===== config.mk =====
export PLATFORM = sky130hd
export DESIGN_NAME = vport_host_slave
export DESIGN_NICKNAME = d
export VERILOG_FILES = /design/src/rtl/vph_pkg.sv /design/src/rtl/vph_decode.sv /design/src/rtl/vph_cfg_regs.sv /design/src/rtl/vph_bus_drive.sv /design/src/rtl/vport_host_slave.sv
export SDC_FILE = /design/constraint.sdc
export NUM_CORES = 1
export LEC_CHECK = 0
export ABC_AREA = 1
export BUFFER_PORTS_ARGS = -buffer_cell sky130_fd_sc_hd__buf_2
export CAP_MARGIN = 40
export CORE_UTILIZATION = 60
export CTS_CLUSTER_SIZE = 16
export DETAILED_ROUTE_END_ITERATION = 8
export GPL_TIMING_DRIVEN = 0
export MAX_ROUTING_LAYER = met4
export PLACE_DENSITY = 0.87
export SETUP_SLACK_MARGIN = 0.05
export SLEW_MARGIN = 10
export SYNTH_ARGS = -nofsm -noshare
export SYNTH_HDL_FRONTEND = slang
export SYNTH_HIERARCHICAL = 1
export SYNTH_SLANG_ARGS = --single-unit

===== constraint.sdc =====
create_clock -name clk -period 5.8 [get_ports clk]
set_clock_uncertainty 0.15 [all_clocks]
set_input_delay 1.74 -clock clk [delete_from_list [all_inputs] [get_ports clk]]
set_output_delay 1.74 -clock clk [all_outputs]
set_load 0.05 [all_outputs]

===== src/rtl/vph_pkg.sv =====
package vph_pkg;

    typedef enum logic [2:0] {
        S_IDLE,
        S_ADDR,
        S_CMD,
        S_WAIT,
        S_DATA,
        S_END
    } vph_state_e;

    // Command nibble layout
    localparam int CMD_WR_BIT   = 0;
    localparam int CMD_FIFO_BIT = 1;
    localparam int CMD_LEN_LSB  = 2;
    localparam int LEN_W        = 2;

endpackage


===== src/rtl/vph_decode.sv =====
module vph_decode #(
    parameter int          ADDR_W     = 12,
    parameter int unsigned CFG_TOP    = 'h00F,
    parameter int unsigned LOCAL_LAST = 'h0FF
) (
    input  logic [ADDR_W-1:0] addr,
    output logic              in_cfg,
    output logic              local_hit,
    output logic              at_top,
    output logic              is_cmd,
    output logic              is_stat
);
    localparam logic [ADDR_W-1:0] CFG_END   = ADDR_W'(CFG_TOP);
    localparam logic [ADDR_W-1:0] LOC_END   = ADDR_W'(LOCAL_LAST);
    localparam logic [ADDR_W-1:0] CMD_ADDR  = CFG_END;
    localparam logic [ADDR_W-1:0] STAT_ADDR = CFG_END - 1'b1;

    always_comb begin
        in_cfg    = (addr <= CFG_END);
        local_hit = !in_cfg && (addr <= LOC_END);
        at_top    = in_cfg ? (addr == CFG_END) : (addr == '1);
        is_cmd    = (addr == CMD_ADDR);
        is_stat   = (addr == STAT_ADDR);
    end

endmodule


===== src/rtl/vph_cfg_regs.sv =====
module vph_cfg_regs #(
    parameter int BYTE_W = 8,
    parameter int PWR_W  = 2
) (
    input  logic              clk,
    input  logic              rst,
    input  logic              wr_en,
    input  logic [BYTE_W-1:0] wdata,
    output logic [BYTE_W-1:0] cmd_q,
    output logic [PWR_W-1:0]  pwr_state
);
    logic [BYTE_W-1:0] cmd_d;

    always_comb begin
        cmd_d = cmd_q;
        if (wr_en) cmd_d = wdata;
    end

    always_ff @(posedge clk) begin
        if (rst) cmd_q <= '0;
        else     cmd_q <= cmd_d;
    end

    assign pwr_state = cmd_q[PWR_W-1:0];

    assert_cmd_store_R9: assert property (@(posedge clk) disable iff (rst)
        wr_en |=> cmd_q == $past(wdata));

endmodule


===== src/rtl/vph_bus_drive.sv =====
module vph_bus_drive #(
    parameter int NIB_W = 4
) (
    input  logic             rst,
    input  logic             drive_en,
    input  logic [NIB_W-1:0] nib,
    output logic [NIB_W-1:0] bus_out,
    output logic [NIB_W-1:0] bus_oe
);
    always_comb begin
        if (rst) begin
            // presence level: bit 0 pulled low, rest released
            bus_oe  = NIB_W'(1);
            bus_out = '0;
        end else if (drive_en) begin
            bus_oe  = '1;
            bus_out = nib;
        end else begin
            bus_oe  = '0;
            bus_out = '0;
        end
    end

endmodule


===== src/rtl/vport_host_slave.sv =====
module vport_host_slave
    import vph_pkg::*;
#(
    parameter int          ADDR_W     = 12,
    parameter int          NIB_W      = 4,
    parameter int          BYTE_W     = 8,
    parameter int          PWR_W      = 2,
    parameter int unsigned CFG_TOP    = 'h00F,
    parameter int unsigned LOCAL_LAST = 'h0FF
) (
    input  logic              clk,
    input  logic              rst,
    input  logic              txn_act,
    input  logic [NIB_W-1:0]  bus_in,
    output logic [NIB_W-1:0]  bus_out,
    output logic [NIB_W-1:0]  bus_oe,
    output logic              bus_wait,
    output logic [ADDR_W-1:0] reg_addr,
    output logic [BYTE_W-1:0] reg_wdata,
    output logic              reg_wr_en,
    output logic              reg_rd_en,
    input  logic [BYTE_W-1:0] reg_rdata,
    input  logic [BYTE_W-1:0] fifo_rdata,
    output logic              fifo_pop,
    output logic [PWR_W-1:0]  pwr_state
);
    localparam int ADDR_NIBS = ADDR_W / NIB_W;
    localparam int DATA_NIBS = BYTE_W / NIB_W;
    localparam int NIB_MAX   = (ADDR_NIBS > DATA_NIBS) ? ADDR_NIBS : DATA_NIBS;
    localparam int NIB_IDX_W = (NIB_MAX > 2) ? $clog2(NIB_MAX) : 1;
    localparam logic [NIB_IDX_W-1:0] ADDR_LAST = NIB_IDX_W'(ADDR_NIBS - 1);
    localparam logic [NIB_IDX_W-1:0] DATA_LAST = NIB_IDX_W'(DATA_NIBS - 1);
    localparam logic [ADDR_W-1:0]    CFG_END   = ADDR_W'(CFG_TOP);
    localparam logic [ADDR_W-1:0]    LOC_END   = ADDR_W'(LOCAL_LAST);

    typedef struct packed {
        vph_state_e             state;
        logic [NIB_IDX_W-1:0]   nib;
        logic [ADDR_W-1:0]      addr;
        logic                   wr;
        logic                   fifo;
        logic [LEN_W-1:0]       left;
        logic [BYTE_W-1:0]      rdata;
        logic [BYTE_W-1:0]      wdata;
    } seq_t;

    seq_t st_q, st_d;

    logic              in_cfg, local_hit, at_top, is_cmd, is_stat;
    logic [BYTE_W-1:0] cmd_q;
    logic              cfg_wr_d;
    logic              drive_d;
    logic [NIB_W-1:0]  drive_nib_d;
    logic              wait_d, reg_wr_d, reg_rd_d, pop_d;
    logic [BYTE_W-1:0] wbyte_d;
    logic [BYTE_W-1:0] rsrc_d;

    vph_decode #(
        .ADDR_W     (ADDR_W),
        .CFG_TOP    (CFG_TOP),
        .LOCAL_LAST (LOCAL_LAST)
    ) i_decode (
        .addr      (st_q.addr),
        .in_cfg    (in_cfg),
        .local_hit (local_hit),
        .at_top    (at_top),
        .is_cmd    (is_cmd),
        .is_stat   (is_stat)
    );

    vph_cfg_regs #(
        .BYTE_W (BYTE_W),
        .PWR_W  (PWR_W)
    ) i_cfg (
        .clk       (clk),
        .rst       (rst),
        .wr_en     (cfg_wr_d),
        .wdata     (wbyte_d),
        .cmd_q     (cmd_q),
        .pwr_state (pwr_state)
    );

    vph_bus_drive #(
        .NIB_W (NIB_W)
    ) i_drive (
        .rst      (rst),
        .drive_en (drive_d),
        .nib      (drive_nib_d),
        .bus_out  (bus_out),
        .bus_oe   (bus_oe)
    );

    always_comb begin
        st_d        = st_q;
        cfg_wr_d    = 1'b0;
        drive_d     = 1'b0;
        drive_nib_d = '0;
        wait_d      = 1'b0;
        reg_wr_d    = 1'b0;
        reg_rd_d    = 1'b0;
        pop_d       = 1'b0;
        rsrc_d      = st_q.fifo ? fifo_rdata : st_q.rdata;

        // write byte with the current nibble merged in
        wbyte_d = st_q.wdata;
        for (int i = 0; i < DATA_NIBS; i++) begin
            if (st_q.nib == NIB_IDX_W'(i)) wbyte_d[i*NIB_W +: NIB_W] = bus_in;
        end

        unique case (st_q.state)
            S_IDLE: begin
                if (txn_act) begin
                    st_d.addr              = '0;
                    st_d.addr[NIB_W-1:0]   = bus_in;
                    st_d.nib               = NIB_IDX_W'(1);
                    st_d.state             = S_ADDR;
                end
            end
            S_ADDR: begin
                for (int i = 0; i < ADDR_NIBS; i++) begin
                    if (st_q.nib == NIB_IDX_W'(i)) st_d.addr[i*NIB_W +: NIB_W] = bus_in;
                end
                if (st_q.nib == ADDR_LAST) begin
                    st_d.nib   = '0;
                    st_d.state = S_CMD;
                end else begin
                    st_d.nib = st_q.nib + 1'b1;
                end
            end
            S_CMD: begin
                st_d.wr    = bus_in[CMD_WR_BIT];
                st_d.fifo  = bus_in[CMD_FIFO_BIT];
                st_d.left  = bus_in[CMD_LEN_LSB +: LEN_W];
                st_d.wdata = '0;
                st_d.nib   = '0;
                st_d.state = (!bus_in[CMD_WR_BIT] && !bus_in[CMD_FIFO_BIT]) ? S_WAIT : S_DATA;
            end
            S_WAIT: begin
                wait_d   = 1'b1;
                reg_rd_d = local_hit;
                if (local_hit)    st_d.rdata = reg_rdata;
                else if (is_stat) st_d.rdata = BYTE_W'(pwr_state);
                else if (is_cmd)  st_d.rdata = cmd_q;
                else              st_d.rdata = '0;
                st_d.nib   = '0;
                st_d.state = S_DATA;
            end
            S_DATA: begin
                if (!st_q.wr) begin
                    drive_d = 1'b1;
                    for (int i = 0; i < DATA_NIBS; i++) begin
                        if (st_q.nib == NIB_IDX_W'(i)) drive_nib_d = rsrc_d[i*NIB_W +: NIB_W];
                    end
                end else begin
                    st_d.wdata = wbyte_d;
                end
                if (st_q.nib == DATA_LAST) begin
                    if (st_q.wr && !st_q.fifo) begin
                        reg_wr_d = local_hit;
                        cfg_wr_d = is_cmd;
                    end
                    pop_d    = !st_q.wr && st_q.fifo;
                    st_d.nib = '0;
                    if (st_q.left == '0) begin
                        st_d.state = S_END;
                    end else begin
                        st_d.left = st_q.left - 1'b1;
                        if (!st_q.fifo && !at_top) st_d.addr = st_q.addr + 1'b1;
                        st_d.state = (!st_q.wr && !st_q.fifo) ? S_WAIT : S_DATA;
                    end
                end else begin
                    st_d.nib = st_q.nib + 1'b1;
                end
            end
            S_END: begin
                st_d.state = S_END;
            end
            default: st_d.state = S_IDLE;
        endcase

        // frame dropped: abandon the transaction, no strobes this phase
        if (!txn_act) begin
            st_d.state  = S_IDLE;
            st_d.nib    = '0;
            cfg_wr_d    = 1'b0;
            drive_d     = 1'b0;
            drive_nib_d = '0;
            wait_d      = 1'b0;
            reg_wr_d    = 1'b0;
            reg_rd_d    = 1'b0;
            pop_d       = 1'b0;
        end
    end

    always_ff @(posedge clk) begin
        if (rst) st_q <= '0;
        else     st_q <= st_d;
    end

    assign bus_wait  = wait_d;
    assign reg_addr  = st_q.addr;
    assign reg_wdata = wbyte_d;
    assign reg_wr_en = reg_wr_d;
    assign reg_rd_en = reg_rd_d;
    assign fifo_pop  = pop_d;

    assert_local_range_R2: assert property (@(posedge clk) disable iff (rst)
        (reg_wr_en || reg_rd_en) |-> (reg_addr > CFG_END && reg_addr <= LOC_END));

    assert_single_wait_R3: assert property (@(posedge clk) disable iff (rst)
        bus_wait |=> !bus_wait);

    assert_pop_no_wait_R4: assert property (@(posedge clk) disable iff (rst)
        fifo_pop |-> !$past(bus_wait));

    assert_pop_once_R4: assert property (@(posedge clk) disable iff (rst)
        fifo_pop |=> !fifo_pop);

    assert_pop_on_read_R5: assert property (@(posedge clk) disable iff (rst)
        fifo_pop |-> (bus_oe == '1));

    assert_bus_release_R6: assert property (@(posedge clk) disable iff (rst)
        (bus_oe != '0) |-> (bus_oe == '1));

    assert_cfg_stay_R7: assert property (@(posedge clk) disable iff (rst)
        ((st_q.state == S_WAIT || st_q.state == S_DATA)
         && $past(st_q.state == S_WAIT || st_q.state == S_DATA)
         && $past(st_q.addr <= CFG_END)) |-> (st_q.addr <= CFG_END));

endmodule


# Word level (Yosys, flattened, before mapping)

Index checks and enable logic that the tools add are counted.

Input port bits: 23
Memory bits (read-only): 0
Bits in latches: 0
Bits in registers: 45
Memory bits (writable): 0
Memories: 0
Output and inout port bits: 34

Equal/unequal tests: 18
Shift-type cells: 0
Add/sub/neg operators: 3
Bitwise operators: 1
$mul: 0
Reduce and logical (&&, ||, !) cells: 27
Div/mod/pow operators: 0
Magnitude comparators: 2
Mux-type cells: 56

Operators by type and width:

| operator                                                                           | number |
|---|---|
| 4-bit two-way mux                                                                  | 14 |
| 8-bit two-way mux                                                                  | 5 |
| 12-bit two-way mux                                                                 | 3 |
| 12-bit one-hot mux with 3 select lines                                             | 1 |
| 12-bit by 4-bit equality test with 1-bit output (second input constant)            | 2 |
| 1-bit two-way mux                                                                  | 19 |
| 3-bit one-hot mux with 6 select lines                                              | 1 |
| 6-bit AND reduction                                                                | 3 |
| 17-bit two-way mux                                                                 | 1 |
| 2-bit != test (second input constant)                                              | 8 |
| 8-bit one-hot mux with 2 select lines                                              | 1 |
| 3-bit two-way mux                                                                  | 5 |
| 12-bit by 1-bit adder with 12-bit output (second input constant)                   | 1 |
| 12-bit equality test (second input constant)                                       | 1 |
| 12-bit by 4-bit less-or-equal comparator with 1-bit output (second input constant) | 1 |
| 12-bit by 8-bit less-or-equal comparator with 1-bit output (second input constant) | 1 |
| 2-bit two-way mux                                                                  | 4 |
| 2-bit one-hot mux with 4 select lines                                              | 1 |
| 3-bit by 2-bit equality test with 1-bit output (second input constant)             | 2 |
| 3-bit equality test (second input constant)                                        | 2 |
| 1-bit logical AND                                                                  | 6 |
| 1-bit logical NOT                                                                  | 6 |
| 3-bit AND reduction                                                                | 2 |
| 2-bit logical NOT                                                                  | 2 |
| 13 further kinds                                                                   | 15 |

# Longest topological paths before layout

Depth in word-level cells: 8
Gate-level depth with buffers: 12
Gate-level depth less buffers: 12

# Modules after synthesis

Netlist, hierarchy kept.

By module, submodules not included:

| module           | cells each | times used | area each (µm²) | sequential area each (µm²) |
|---|---|---|---|---|
| vport_host_slave | 405        | 1          | 2428.6          | 740.7 |
| vph_cfg_regs     | 53         | 1          | 356.6           | 160.2 |
| vph_decode       | 24         | 1          | 98.8            | 0.0 |
| vph_bus_drive    | 13         | 1          | 58.8            | 0.0 |

# Worst setup path after synthesis

No wires, ideal clock.

Path kind: input to output
From: in txn_act
To: out reg_wr_en
Cell stages on the path: 2
Buffers on the path: 0
Arrival time: 3.244 ns
Path slack: 0.666 ns
Required time: 3.910 ns
Cells stage by stage: nand2_1 -> nor4_1

Word-level cells in the longest chain between the ends: 1

Ends and longest elaborated chain:

| element           | RTL line                | RTL |
|---|---|---|
| start, declared   | vport_host_slave.sv:13  | `input logic txn_act,` |
| 1-bit two-way mux | vport_host_slave.sv:182 | `if (!txn_act) begin` |
| end, declared     | vport_host_slave.sv:20  | `output logic reg_wr_en,` |

Every way passes these cells.

# Worst setup path in the final report

From: in txn_act
To: out bus_oe[3]

Word-level cells in the longest chain between the ends: 3

Ends and longest elaborated chain:

| element           | RTL line                | RTL |
|---|---|---|
| 1-bit two-way mux | vport_host_slave.sv:182 |  |
| named net drive_d | vport_host_slave.sv:52  | `logic drive_d;` |
| 4-bit two-way mux | vph_bus_drive.sv:15     | `end else if (drive_en) begin` |
| 4-bit two-way mux | vph_bus_drive.sv:11     | `if (rst) begin` |
| end, declared     | vport_host_slave.sv:16  | `output logic [NIB_W-1:0] bus_oe,` |

The timed path passes the listed nets, and every way through them passes these cells.

==> run_results.csv <==
group,metric,value,unit
global_routing,grt_max_degree,15,
detailed_routing,vias,3310,
sta,final_worst_setup_slack,1140,ps
sta,slew_headroom,66.5,%
floorplan,initial_utilization,62.3,%
global_routing,grt_antenna_before_repair,0,
sta,finalSetupTns,0,ps
floorplan,floorplan.die.width,72.0,um
cts,clockBufferDepth,2,
worst_setup_path,crit_start,"txn_act",
global_routing,vias_in_the_first_global_route,2780,
worst_setup_path,endpoint_kind,"primary output",
worst_setup_path,timing.setup.critical_path_class,"input port to primary output",
floorplan,placeable_core_region,4720,sq um
final_layout,syn_to_final_growth,16.5,%
sta,rsz_0062_raised_after_global_routing,"false",
yosys,mappedNetlistArea,2940,sq um
worst_setup_path,critPathArrivalTime,2770,ps
global_routing,all_layer_global_routing_usage,31.2,%
worst_setup_path,cp_required,3910,ps
yosys,yosys_register_bits,45,
floorplan,top_level_ports,57,
cts,cts.sink_count,45,
floorplan,rows,25,
final_layout,mostFrequentLayoutCells,"135 x nand2_1, 91 x nor2_1, 59 x buf_2",
sta,finalSetupViolCount,0,
cts,clkSlewWorstSetupHoldPaths,80,ps
worst_setup_path,critPathLaunchType,"input port",
worst_setup_path,critical_path.max_fanout,6,
floorplan,die_height,72.0,um
floorplan,die_area,5190,sq um
sta,tightestPinTransition,502,ps
hold_path,origin_of_the_worst_min_delay_path,"st_q[17]",
yosys,ys_types,29,
sta,timing.final.crit_period,4660,ps
global_routing,wire_length_of_the_first_global_routing_pass,12.4,mm
detailed_routing,route.detailed.drc,0,
final_layout,most_common_cell_after_layout_fill_and_taps_aside,"nand2_1",
power,power.ir.vdd_worst,0.137,mV
cts,cts_hold_buffers,0,
sta,final.period_utilization,80.3,%
cts,tritoncts,"built",
final_layout,layout-drive-gt1-share,19.5,%
final_layout,nNetsFinal,583,
hold_path,worstHoldPathType,"register to register",
yosys,seq_area_frac_synth,30.6,%
status,run_status,"finished clean",
yosys,synthesis.instances,495,
flow_run,maxCapViolCount,0,
final_layout,utilization,72.6,%
cts,ctsRootBufferMaster,"clkbuf_8",
placement,globalplace.congestion,0.958,
detailed_routing,initial_detailed_routing_violation_count,250,
sta,finalHoldWorstSlack,316,ps
yosys,post_syn_area_per_cell,5.95,sq um
worst_setup_path,worst_r2r_startpoint,"st_q[34]",
cts,post_cts.resized_instances,0,
final_layout,antennaDiodeCount,0,
final_layout,fillerInstances,430,
sta,hold_violations,0,
detailed_routing,route.detailed.vias_per_inst,5.29,
cts,post-cts-setup-buffers,0,
yosys,synth.net_count,520,
placement,buffer_ports.inserted,56,
detailed_routing,detail_route.wl_per_cell,12.1,um
detailed_routing,ant_nets,0,
placement,hpwl_after_detailed_placement,5.66,mm
sta,final-max-slew-violation-count,0,
sta,max_freq,215,MHz
cts,cts-htree-levels,2,
power,power-per-cell-area,225,nW/um^2
detailed_routing,number_of_search_and_repair_iterations_in_the_first_detailed_routing_pass,5,
global_routing,overflow,0,
yosys,yosys_warnings,6,
cts,cts_made_buffers,5,
placement,detailedPlace.worstSlack,1140,ps
power,leakage,0.00163,uW
cts,clk_lat_worst_skew,300,ps
detailed_routing,route.final.wire_length,7.60,mm
path summary, 6_finish.rpt:
path              cells past startpoint              to  slack (ps)
setup / recovery                      7       bus_oe[3]        1140
hold / removal                        2        st_q[17]         320
setup reg to reg                     11  i_cfg/cmd_q[6]        3670
hold reg to reg                       2        st_q[17]         320
layer usage:
layer  vias up  track usage, %  wire length (um)
li1       1679               -                 -
met1      1494            42.1              3620
met2       129            48.3              3460
met3         8            5.42               463
met4         0            8.50                69
met5         -               -                 0
registers in the layout (all words and copies together), names as in the netlist:
register	flops
st_q	25
reg_addr	12
i_cfg/cmd_q	8
synth_stat cells (all sizes together):
library cell,n,share of area [%]
a22oi,1,0.26
a22o,2,0.60
nand2,140,18
clkbuf,4,0.51
clkinv,2,0.26
nor4,2,0.43
or2,1,0.21
a21oi,37,6.3
inv,53,6.8
o22ai,1,0.21
o21ai,44,7.5
xnor2,1,0.30
buf,23,5.7
dfxtp,45,31
nor3,6,1.0
nor2,101,14
ha,2,0.85
nand3,26,5.1
a31oi,1,0.21
nand4,3,0.64
worst max-delay path: stages:
cell	delay, ps
buf_2	120
nand3_2	150
inv_1	190
inv_1	60
nor2_1	140
buf_4	130
buf_2	240
logic make-up after synthesis:
group / after synthesis / synth area share, %
AOI/OAI and AO/OA: 86 / 15.1
xor gates and xnor gates: 1 / 0.298
adders and majority gates: 2 / 0.850
buffers and inverters: 82 / 13.3
DFF: 45 / 30.6
and+or+nand+nor: 279 / 39.9
through the flow:
stage / power [uW] / instances / cell area [sq um]
after floorplan: 477 / 495 / 2940
after global placement: 519 / 618 / 3310
after detailed placement: 522 / 618 / 3310
after CTS: 773 / 626 / 3430
after global routing: 805 / 626 / 3430
final: 771 / 626 / 3430
where the power goes:
| part | internal [uW] | total (uW) | switching, uW | leakage [uW] |
|---|---|---|---|---|
| clock | 140 | 253 | 113 | 0.0000574 |
| sequential | 319 | 335 | 16.0 | 0.000365 |
| combinational | 53.6 | 183 | 129 | 0.00121 |
| total | 513 | 771 | 258 | 0.00163 |
area by class of cell:
| cell class | count | area, sq um | share of cell area (%) |
|---|---|---|---|
| well taps | 67 | 83.8 | 2.45 |
| clock buffers | 6 | 82.6 | 2.41 |
| multi-input cells | 368 | 1650 | 48.2 |
| clock inverters | 2 | 37.5 | 1.10 |
| inverters | 55 | 206 | 6.02 |
| repair buffers | 56 | 280 | 8.18 |
| flip-flops and latches | 45 | 901 | 26.3 |
| plain buffers | 27 | 184 | 5.37 |
Power figures use the tool's default switching activity.
